## config.mk

```make
export PLATFORM = sky130hd
export DESIGN_NAME = btg_unit
export DESIGN_NICKNAME = d
export VERILOG_FILES = /design/src/rtl/btg_pkg.sv /design/src/rtl/btg_cond.sv /design/src/rtl/btg_target.sv /design/src/rtl/btg_unit.sv
export SDC_FILE = /design/constraint.sdc
export NUM_CORES = 1
export LEC_CHECK = 0
export ABC_AREA = 1
export BUFFER_PORTS_ARGS = -buffer_cell sky130_fd_sc_hd__buf_4
export CORE_UTILIZATION = 48
export CTS_CLUSTER_DIAMETER = 30
export DETAILED_ROUTE_END_ITERATION = 10
export GPL_TIMING_DRIVEN = 0
export PLACE_DENSITY = 0.84
export SKIP_LAST_GASP = 1
export SYNTH_ARGS = -nofsm -noshare
export SYNTH_HDL_FRONTEND = slang
export SYNTH_HIERARCHICAL = 1
export SYNTH_SLANG_ARGS = --single-unit
```

## constraint.sdc

```tcl
create_clock -name clk -period 0.8 [get_ports clk]
set_input_delay 0.12 -clock clk [delete_from_list [all_inputs] [get_ports clk]]
set_output_delay 0.12 -clock clk [all_outputs]
set_load 0.05 [all_outputs]
```

## src/rtl/btg_pkg.sv

```systemverilog
package btg_pkg;

   typedef enum logic [3:0] {
      XF_SJMP   = 4'd0,
      XF_JZ     = 4'd1,
      XF_JNZ    = 4'd2,
      XF_JC     = 4'd3,
      XF_JNC    = 4'd4,
      XF_JB     = 4'd5,
      XF_JNB    = 4'd6,
      XF_JBC    = 4'd7,
      XF_CJNE   = 4'd8,
      XF_DJNZ_R = 4'd9,
      XF_DJNZ_D = 4'd10,
      XF_AJMP   = 4'd11,
      XF_LJMP   = 4'd12,
      XF_JMPI   = 4'd13,
      XF_RSV14  = 4'd14,
      XF_RSV15  = 4'd15
   } xfer_e;

   typedef enum logic [1:0] {
      TS_REL  = 2'd0,
      TS_ABS  = 2'd1,
      TS_LONG = 2'd2,
      TS_IND  = 2'd3
   } tsel_e;

   typedef struct packed {
      logic taken;
      logic bit_clr;
      logic cy_we;
      logic cy_val;
      logic wb_we;
   } cond_s;

endpackage

```

## src/rtl/btg_cond.sv

```systemverilog
module btg_cond
   import btg_pkg::*;
#(
   parameter int DATA_W = 8
) (
   input  xfer_e              mode,
   input  logic [DATA_W-1:0]  acc,
   input  logic               flag_in,
   input  logic [DATA_W-1:0]  opa,
   input  logic [DATA_W-1:0]  opb,
   output cond_s              res,
   output logic [DATA_W-1:0]  wb_val
);

   logic acc_zero;
   logic ops_differ;
   logic opa_below;
   logic dec_nz;

   assign acc_zero   = (acc == '0);
   assign ops_differ = (opa != opb);
   assign opa_below  = (opa < opb);
   assign wb_val     = opa - DATA_W'(1);
   assign dec_nz     = (wb_val != '0);

   always_comb begin
      res = '0;
      unique case (mode)
         XF_SJMP, XF_AJMP, XF_LJMP, XF_JMPI: res.taken = 1'b1;
         XF_JZ:   res.taken = acc_zero;
         XF_JNZ:  res.taken = !acc_zero;
         XF_JC,
         XF_JB:   res.taken = flag_in;
         XF_JNC,
         XF_JNB:  res.taken = !flag_in;
         XF_JBC: begin
            res.taken   = flag_in;
            res.bit_clr = flag_in;
         end
         XF_CJNE: begin
            res.taken  = ops_differ;
            res.cy_we  = 1'b1;
            res.cy_val = opa_below;
         end
         XF_DJNZ_R, XF_DJNZ_D: begin
            res.taken = dec_nz;
            res.wb_we = 1'b1;
         end
         default: res = '0;
      endcase
   end

endmodule

```

## src/rtl/btg_target.sv

```systemverilog
module btg_target
   import btg_pkg::*;
#(
   parameter int ADDR_W = 16,
   parameter int DATA_W = 8
) (
   input  xfer_e              mode,
   input  logic [ADDR_W-1:0]  pc_in,
   input  logic [DATA_W-1:0]  opcode,
   input  logic [DATA_W-1:0]  byte1,
   input  logic [DATA_W-1:0]  byte2,
   input  logic [DATA_W-1:0]  acc,
   input  logic [ADDR_W-1:0]  dptr,
   input  logic               taken,
   output logic [ADDR_W-1:0]  next_pc
);

   localparam int ABS_W  = DATA_W + 3;
   localparam int EXT_W  = ADDR_W - DATA_W;

   logic [1:0]         len;
   logic               disp_hi;
   tsel_e              tsel;
   logic [ADDR_W-1:0]  pc_adv;
   logic [DATA_W-1:0]  disp;
   logic [ADDR_W-1:0]  rel_tgt;
   logic [ADDR_W-1:0]  abs_tgt;
   logic [ADDR_W-1:0]  long_tgt;
   logic [ADDR_W-1:0]  ind_tgt;
   logic [ADDR_W-1:0]  tgt;

   always_comb begin
      len     = 2'd2;
      disp_hi = 1'b0;
      tsel    = TS_REL;
      unique case (mode)
         XF_SJMP, XF_JZ, XF_JNZ, XF_JC, XF_JNC, XF_DJNZ_R: len = 2'd2;
         XF_JB, XF_JNB, XF_JBC, XF_CJNE, XF_DJNZ_D: begin
            len     = 2'd3;
            disp_hi = 1'b1;
         end
         XF_AJMP: begin
            len  = 2'd2;
            tsel = TS_ABS;
         end
         XF_LJMP: begin
            len  = 2'd3;
            tsel = TS_LONG;
         end
         XF_JMPI: begin
            len  = 2'd1;
            tsel = TS_IND;
         end
         default: len = 2'd1;
      endcase
   end

   assign pc_adv  = pc_in + ADDR_W'(len);
   assign disp    = disp_hi ? byte2 : byte1;
   assign rel_tgt = pc_adv + {{EXT_W{disp[DATA_W-1]}}, disp};
   assign ind_tgt = dptr + {{EXT_W{1'b0}}, acc};

   generate
      if (ADDR_W > ABS_W) begin : g_abs_page
         assign abs_tgt = {pc_adv[ADDR_W-1:ABS_W], opcode[DATA_W-1:DATA_W-3], byte1};
      end else begin : g_abs_flat
         assign abs_tgt = {opcode[DATA_W-1:DATA_W-3], byte1};
      end
      if (ADDR_W == 2*DATA_W) begin : g_long_full
         assign long_tgt = {byte1, byte2};
      end else begin : g_long_trunc
         logic [2*DATA_W-1:0] both;
         assign both     = {byte1, byte2};
         assign long_tgt = both[ADDR_W-1:0];
      end
   endgenerate

   always_comb begin
      unique case (tsel)
         TS_ABS:  tgt = abs_tgt;
         TS_LONG: tgt = long_tgt;
         TS_IND:  tgt = ind_tgt;
         default: tgt = rel_tgt;
      endcase
   end

   assign next_pc = taken ? tgt : pc_adv;

endmodule

```

## src/rtl/btg_unit.sv

```systemverilog
module btg_unit
   import btg_pkg::*;
#(
   parameter int ADDR_W  = 16,
   parameter int DATA_W  = 8,
   parameter bit REG_OUT = 1'b1
) (
   input  logic              clk,
   input  logic              rst_n,
   input  logic [3:0]        mode,
   input  logic [ADDR_W-1:0] pc_in,
   input  logic [DATA_W-1:0] opcode,
   input  logic [DATA_W-1:0] byte1,
   input  logic [DATA_W-1:0] byte2,
   input  logic [DATA_W-1:0] acc,
   input  logic [ADDR_W-1:0] dptr,
   input  logic              flag_in,
   input  logic [DATA_W-1:0] opa,
   input  logic [DATA_W-1:0] opb,
   output logic [ADDR_W-1:0] next_pc,
   output logic              taken,
   output logic              bit_clr,
   output logic              cy_we,
   output logic              cy_val,
   output logic              wb_we,
   output logic [DATA_W-1:0] wb_val
);

   generate
      if (DATA_W < 3) begin : g_bad_data
         $error("btg_unit: DATA_W must be at least 3");
      end
      if (ADDR_W < DATA_W + 3) begin : g_bad_addr
         $error("btg_unit: ADDR_W must hold the absolute page offset");
      end
      if (ADDR_W > 2*DATA_W) begin : g_bad_long
         $error("btg_unit: ADDR_W must not exceed two operand bytes");
      end
   endgenerate

   xfer_e             mode_e;
   cond_s             c_res;
   logic [DATA_W-1:0] c_wb;
   logic [ADDR_W-1:0] c_pc;

   assign mode_e = xfer_e'(mode);

   btg_cond #(.DATA_W(DATA_W)) u_cond (
      .mode    (mode_e),
      .acc     (acc),
      .flag_in (flag_in),
      .opa     (opa),
      .opb     (opb),
      .res     (c_res),
      .wb_val  (c_wb)
   );

   btg_target #(.ADDR_W(ADDR_W), .DATA_W(DATA_W)) u_tgt (
      .mode    (mode_e),
      .pc_in   (pc_in),
      .opcode  (opcode),
      .byte1   (byte1),
      .byte2   (byte2),
      .acc     (acc),
      .dptr    (dptr),
      .taken   (c_res.taken),
      .next_pc (c_pc)
   );

   generate
      if (REG_OUT) begin : g_reg
         cond_s             q_res;
         logic [DATA_W-1:0] q_wb;
         logic [ADDR_W-1:0] q_pc;
         always_ff @(posedge clk or negedge rst_n) begin
            if (!rst_n) begin
               q_res <= '0;
               q_wb  <= '0;
               q_pc  <= '0;
            end else begin
               q_res <= c_res;
               q_wb  <= c_wb;
               q_pc  <= c_pc;
            end
         end
         assign next_pc = q_pc;
         assign taken   = q_res.taken;
         assign bit_clr = q_res.bit_clr;
         assign cy_we   = q_res.cy_we;
         assign cy_val  = q_res.cy_val;
         assign wb_we   = q_res.wb_we;
         assign wb_val  = q_wb;
      end else begin : g_comb
         assign next_pc = rst_n ? c_pc : '0;
         assign taken   = rst_n & c_res.taken;
         assign bit_clr = rst_n & c_res.bit_clr;
         assign cy_we   = rst_n & c_res.cy_we;
         assign cy_val  = rst_n & c_res.cy_val;
         assign wb_we   = rst_n & c_res.wb_we;
         assign wb_val  = rst_n ? c_wb : '0;
      end
   endgenerate

endmodule

```

## Word level (Yosys, flattened, before mapping)

Index checks and enable logic that the tools add are counted.

- Add/subtract/negate cells: 4
- Order comparisons: 1
- Equality and inequality tests: 17
- Muxes and demuxes: 10
- Reductions and logical operators: 12

Operators with widths:

| cell | number |
|---|---|
| $pmux 16 s3 | 1 |
| $eq 4x4->1 const B | 6 |
| $add 16x16->16 | 1 |
| $add 16x2->16 | 1 |
| $add 16x8->16 | 1 |
| $eq 4x3->1 const B | 4 |
| $mux 16 | 1 |
| $eq 4x2->1 const B | 2 |
| $logic_not 8->1 | 1 |
| $lt 8x8->1 | 1 |
| $mux 8 | 1 |
| $ne 8x8->1 | 1 |
| $reduce_bool 8->1 | 1 |
| $sub 8x1->8 const B | 1 |
| $pmux 1 s7 | 1 |
| $reduce_or 7->1 | 1 |
| $pmux 2 s3 | 1 |
| $reduce_or 6->1 | 1 |
| $reduce_or 5->1 | 1 |
| $eq 2x2->1 const B | 2 |
| $eq 4x1->1 const B | 1 |
| $logic_not 4->1 | 1 |
| $pmux 2 s2 | 1 |
| $reduce_or 2->1 | 2 |
| other kinds (6) | 9 |

- Flip-flop bits (word level): 29
- Bits of input ports: 87
- Output and inout bits: 29
- Word-level logic and storage cells: 51

## Logic depth before layout (Yosys ltp)

Gate-level depths: netlist of run 1.

- Depth after elaboration: 7
- Mapped depth: 25

## By module

Netlist of run 1, hierarchy kept.

By module, submodules not included:

| module | instances | cells an instance | area each (um^2) |
|---|---|---|---|
| btg_target | 1 | 464 | 2516.2 |
| btg_unit | 1 | 29 | 725.7 |
| btg_cond | 1 | 105 | 581.8 |

## Worst setup path before layout of run 1

OpenSTA, ideal clock, no wires.

- Path kind: input to register
- Start: in mode[0]
- End: reg g_reg.q_pc[15] (netlist: next_pc[15])
- Setup time: 77 ps
- Data arrival time: 2593 ps
- Required time: 723 ps
- Setup slack: -1870 ps
- Cell stages on the path: 19
- Cells stage by stage: inv_2 > nand2_2 > nand2_1 > o21ai_0 > ha_1 > fa_1 > nand3_2 > inv_2 > nand4_1 > xor2_1 > inv_1 > ha_1 > a21oi_1 > o21ai_0 > a221oi_1 > nand2_1 > nand2_1 > nand3_1 > a21oi_1

- Longest elaborated chain between the ends: 7
- Elaborated cells on any way between the ends: 33

RTL lines:

| element | line | text |
|---|---|---|
| start, declared | btg_unit.sv:10 | `input logic [3:0] mode,` |
| $eq 4x4->1 (tied with other cells) | btg_cond.sv:28, btg_target.sv:36 |  |
| $reduce_or 7->1 (no source line) (tied with other cells) | - |  |
| $pmux 2 s2 or $mux 1 (tied branches) | btg_target.sv:36 | `unique case (mode)` |
| $add 16x2->16 or $mux 8 (tied branches) | btg_target.sv:58, btg_target.sv:59 |  |
| $add 16x16->16 | btg_target.sv:60 | `assign rel_tgt = pc_adv + {{EXT_W{disp[DATA_W-1]}}, disp};` |
| $pmux 16 s3 | btg_target.sv:79 | `unique case (tsel)` |
| $mux 16 * | btg_target.sv:87 | `assign next_pc = taken ? tgt : pc_adv;` |
| named net c_pc[15] | btg_unit.sv:44 | `logic [ADDR_W-1:0] c_pc;` |
| end signal, assigned | btg_unit.sv:83 | `q_pc <= c_pc;` |
| end, declared | btg_unit.sv:74 | `logic [ADDR_W-1:0] q_pc;` |

The timed path passes the listed nets; every way through them passes the cells marked *.

## Worst setup path after layout of run 1

- Start: in mode[0]
- End: reg g_reg.q_pc[13] (netlist: next_pc[13])

The elaborated chain is that of the path after synthesis.

==> results of run 1 <==
-- cells in the mapped netlist (all sizes together) (6+ instances only) --
cell type and instances:
nand2 170, inv 84, nor2 69, nand3 53, a21oi 40, ha 37, o21ai 37, dfrtp 29
nand4 12, xor2 11, a221oi 6, nor3 6
-- state kept, by name, summed over array words and instances (netlist names) --
name and count:
next_pc 16, wb_val 8, bit_clr 1, cy_val 1, cy_we 1, taken 1, wb_we 1
-- timing repair --
action / in CTS / in global routing
gates resized for setup: 108 / 90
endpoints found under the hold margin: 29 / 0
cloned: 0 / 1
pin swaps: 51 / 59
setup buffers: 25 / 18
hold buffers: 1 / 0
endpoints found under the setup margin: 47 / 47
-- per-layer routing --
layer / global-route usage / vias to the layer above
met3: 0.05109 / 102
met1: 0.3823 / 2398
li1: - / 2294
met2: 0.6168 / 449
met5: 0 / -
met4: 0.1653 / 0
-- power by group --
part | internal, mW | leakage, nW | total [mW] | switching (mW)
clock network | 1.01 | 0.0574 | 1.66 | 0.648
registers | 1.69 | 0.348 | 1.82 | 0.129
logic | 2.46 | 2.64 | 6.13 | 3.66
total | 5.17 | 3.04 | 9.61 | 4.44
-- layout make-up --
cell class	instances	share of cell area
Multi-Input combinational cell	477	0.5643
Timing Repair Buffer	154	0.2159
Sequential cell	29	0.1128
Inverter	85	0.06030
Tap cell	102	0.01984
Clock buffer	6	0.01284
Buffer	6	0.008170
Clock inverter	2	0.005835
-- worst max path at each step --
| stage | from | endpoint | slack [ns] | cells after the start |
|---|---|---|---|---|
| after floorplan | mode[0] | next_pc[14]$_DFF_PN0_ | -1.65 | 19 |
| after global placement | mode[0] | next_pc[15]$_DFF_PN0_ | -2.28 | 21 |
| after detailed placement | mode[0] | next_pc[14]$_DFF_PN0_ | -2.30 | 21 |
| after CTS | mode[0] | next_pc[11]$_DFF_PN0_ | -1.83 | 26 |
| after global routing | mode[3] | next_pc[15]$_DFF_PN0_ | -2.02 | 18 |
| final | mode[0] | next_pc[13]$_DFF_PN0_ | -1.97 | 19 |
-- logic make-up after synthesis --
| family | count (synthesis) | synth area share |
|---|---|---|
| adders and majority gates | 40 | 0.1368 |
| xor gates and xnor gates | 15 | 0.03829 |
| DFF | 29 | 0.1898 |
| AOI/OAI and AO/OA | 102 | 0.1574 |
| muxes | 3 | 0.008834 |
| and+or+nand+nor | 317 | 0.3750 |
| buffers and inverters | 92 | 0.09391 |
-- cells in the final DEF, fill, tap and decap left out, types with 10 or more instances in the layout --
master	synthesis	final
nand3_1	49	41
a21oi_1	39	26
o21ai_0	25	12
nand2_4	1	10
inv_1	73	57
dfrtp_1	29	29
buf_6	1	43
nand2_2	10	25
buf_4	1	106
nand4_1	12	12
inv_2	11	17
nor2_1	59	52
ha_4	0	24
nand2_1	159	133
ha_1	37	13
o21ai_1	9	15
nor2_4	4	10
==> results.cfg, run 1 <==
[status]
status = finished, violations left
violations = setup timing

[detailed_routing]
remaining_drc_errors = 0
routed-wl-met2_um = 7998
drt_iter0_drc = 648
via_count = 5243
firstDrtPassIters = 7
routed.top_layer = met4
m1WireLength_um = 5785
wl_met3_um = 1729
drt_wl_total_um = 16480
antenna_left = 0
wire_per_inst_um = 19.14
via_per_inst = 6.089

[placed_design]
io_buffers = 110
dp_hpwl_um = 10350
gp_congestion = 0.9451
pre_cts_ws_ns = -2.298
dp.cells = 810
placed_cell_area_um2 = 5069

[clocking]
cts_tree = yes
clk_pin_slew_ns = 0.08
clock-sinks = 29
h-tree-depth = 2
cts_root_buf = clkbuf_8
clock_path_buffers = 2
cts_made_buffers = 5

[sta]
setup_slack_ns = -1.970
setup_tns_ns = -29.56
slew_headroom = 0.4785
fmax_ghz = 0.3611
min_period_over_period = 3.462
fin_crit_ns = 2.770
tightest_slew_ns = 0.7793
report.final.slew_viol_count = 0
hold_slack_ns = 0.06053
setup_violations = 48
hold_viol = 0
grt_setup_unrepaired = yes

[yosys]
syn_avg_cell_area_um2 = 6.394
ys_ff_latch = 29
synthTopCellsByArea = dfrtp_1 19%, nand2_1 16%, ha_1 12%
synth_edf_count = 0
yosysWarningCount = 6
netlist_area_um2 = 3824
synthArstFlopShare = 1.000
yosysUniqueCellTypes = 49
synth_seq_area_share = 0.1898
synth-main-ff-cell = dfrtp_1
yosysTopAreaCellShare = 0.1898
syn-instance-count = 598
syn_nets = 725
synth_area_leader_cell = dfrtp_1

[critical_path]
cpPeakStageDelay_ns = 0.39
crit_type = primary input to flop
start_kind = primary input
critPathTopFamily = compound AO/OA/AOI/OAI gates
critPathSlowestCell = fa_2
end_kind = flop
cp.required_ns = 1.00
path_buf_inv = 3
cp_cell_sequence = buf_12 -> inv_12 -> nand2_8 -> nand2_2 -> o21ai_2 -> ha_4 -> fa_2 -> nand3_4 -> nor2_1 -> xnor2_1 -> inv_1 -> ha_4 -> a21oi_4 -> o21ai_1 -> a21oi_1 -> nand3_1 -> nand2_1 -> nand2_1 -> a21oi_2
cp_max_fo = 5
cp_data_arrival_time_ns = 2.97

[cells_and_area]
multiInputGateArea_um2 = 3630
register_area_um2 = 725.7
fin_cells = 861
final_area_um2 = 6432
final_layout_size_suffix_gt1_frac = 0.4414
num_antenna_cells = 0
postLayoutCoreUtil = 0.8324
n_fill_cell = 447
nNetsFinal = 885
area_growth_pct = 68.23

[grt]
track_usage = 0.3382
antenna_found_initial = 0
grt_overflow = 0
grt_max_degree = 30
first_global_vias = 4831
grt_pass1_wl_um = 22240

[die]
io-pin-count = 116
core_um2 = 7727
die-area_um2 = 8327
start_util = 0.4948
die_x_um = 91.25
die_height_um = 91.25
rows = 32

[hold_path]
holdCritStartpoint = mode[3]
hp-class = primary input to flop
min_to = bit_clr$_DFF_PN0_
hold_depth = 2

[pwr]
max-vdd-ir-drop_mv = 1.121
power_density_nw_per_um2 = 1494
total_power_mw = 9.611
p_leak_nw = 3.042

[run]
cap_violations = 0
(Power assumes the default switching activity.)
==> run 2, diff against run 1 <==
Settings changed: CORE_MARGIN from default to 3.
==> run 2 against run 1 <==
  * The flow still finishes with violations (setup timing)
  * Via count shrank 1.3%
  * Worst hold slack gained 0.022 ns
  * Flip-flop and latch count is the same
  * Combinational power shrank 2%
  * Non-clock buffer count shrank 2
  * Critical endpoint is now next_pc[15]$_DFF_PN0_
  * First-iteration DRC count shrank 11%
  * Sequential power is essentially flat
  * Largest power group unchanged
  * Worst setup slack gained 0.042 ns
  * Cell area shrank 1.8%
  * Total power shrank 5.8%
  * Utilization grew 1.1 points
  * Clock-buffer cell count shrank 1
==> results.cfg, run 2 (same netlist as run 1, synthesis figures left out) <==
[placed_design]
pre_cts_ws_ns = -2.390
dp_hpwl_um = 10450
io_buffers = 110
dp.cells = 807
placed_cell_area_um2 = 5065
gp_congestion = 0.9560

[hold_path]
hold_depth = 2
min_to = bit_clr$_DFF_PN0_
holdCritStartpoint = mode[3]
hp-class = primary input to flop

[detailed_routing]
via_per_inst = 6.048
wl_met3_um = 1548
remaining_drc_errors = 0
wire_per_inst_um = 18.91
routed-wl-met2_um = 7841
drt_wl_total_um = 16190
antenna_left = 0
firstDrtPassIters = 6
drt_iter0_drc = 576
m1WireLength_um = 5757
routed.top_layer = met5
via_count = 5177

[critical_path]
path_buf_inv = 5
critPathLaunch = mode[0]
cpPeakStageDelay_ns = 0.32
cp_cell_sequence = buf_12 -> inv_12 -> nand2_8 -> buf_6 -> nand3_4 -> ha_4 -> nand2_2 -> nand2_2 -> nand3_4 -> nor2_4 -> buf_6 -> nand2_8 -> nor2_4 -> xor2_4 -> ha_4 -> inv_4 -> o21bai_4 -> a221oi_2 -> nand2_1 -> nand2_1 -> nand3_2 -> a21oi_2
critPathTopFamily = simple AND/OR/NAND/NOR gates
cp_max_fo = 4
end_kind = flop
cp.required_ns = 1.02
start_kind = primary input
crit_type = primary input to flop
cp_data_arrival_time_ns = 2.94
critPathSlowestCell = a221oi_2

[run]
cap_violations = 0

[cells_and_area]
nNetsFinal = 883
num_antenna_cells = 0
final_layout_size_suffix_gt1_frac = 0.4359
fin_cells = 856
area_growth_pct = 65.18
largest_register_ffs = 16
layout_commonest_cell = nand2_1
final_area_um2 = 6316
layout_common_cells = 134 x nand2_1, 103 x buf_4, 56 x inv_1
postLayoutCoreUtil = 0.8437

[grt]
first_global_vias = 4798
grt_max_degree = 30
antenna_found_initial = 1
track_usage = 0.3249
grt_pass1_wl_um = 23070
grt_overflow = 0

[pwr]
total_power_mw = 9.058
max-vdd-ir-drop_mv = 0.7803
p_leak_nw = 2.985
power_density_nw_per_um2 = 1434

[clocking]
cts_root_buf = clkbuf_8
clock_path_buffers = 2
clock-sinks = 29
cts_tree = yes
h-tree-depth = 2
clk_pin_slew_ns = 0.08
cts_made_buffers = 5

[sta]
tightest_slew_ns = 0.7392
hold_viol = 0
setup_slack_ns = -1.928
fmax_ghz = 0.3666
hold_slack_ns = 0.08247
setup_tns_ns = -30.04
min_period_over_period = 3.409
report.final.slew_viol_count = 0
slew_headroom = 0.5054
grt_setup_unrepaired = yes
setup_violations = 46
fin_crit_ns = 2.728

[die]
die-area_um2 = 9073
start_util = 0.5108
rows = 31
io-pin-count = 116
core_um2 = 7486
die_height_um = 95.25
die_x_um = 95.25

[status]
violations = setup timing
status = finished, violations left
-- run 2: report_power, final --
part	switching (mW)	internal [mW]
logic	3.60	2.41
clock network	0.634	0.600
registers	0.124	1.69
-- run 2: timing repair --
item                                   4_1_cts  5_1_grt
setup endpoints to repair                   46       48
pin swaps                                   55       59
hold buffers                                 1        0
endpoints found under the hold margin       29        0
resized for setup                          120       68
buffers inserted                            37       12
-- run 2: per-layer routing --
metal / global-route usage / vias up
met3: 0.05525 / 125
met5: 0 / -
met1: 0.4026 / 2354
met4: 0.1671 / 2
li1: - / 2290
met2: 0.5394 / 406
-- run 2: layout make-up --
type	count	area (um2)
buffer	7	68.82
clock buffer	5	68.82
clock inverter	3	17.52
fill	431	1170
inverter	85	394.1
multi-input combinational	477	3563
sequential	29	725.7
tap	99	123.9
timing repair buffer	151	1354
-- run 2: how the worst max path moves through the flow --
stage | slack, ns | cells after the start | endpoint
after floorplan | -1.65 | 19 | next_pc[14]$_DFF_PN0_
after global placement | -2.39 | 20 | next_pc[15]$_DFF_PN0_
after detailed placement | -2.39 | 21 | next_pc[15]$_DFF_PN0_
after CTS | -1.79 | 19 | next_pc[15]$_DFF_PN0_
after global routing | -2.06 | 19 | next_pc[15]$_DFF_PN0_
final | -1.93 | 22 | next_pc[15]$_DFF_PN0_
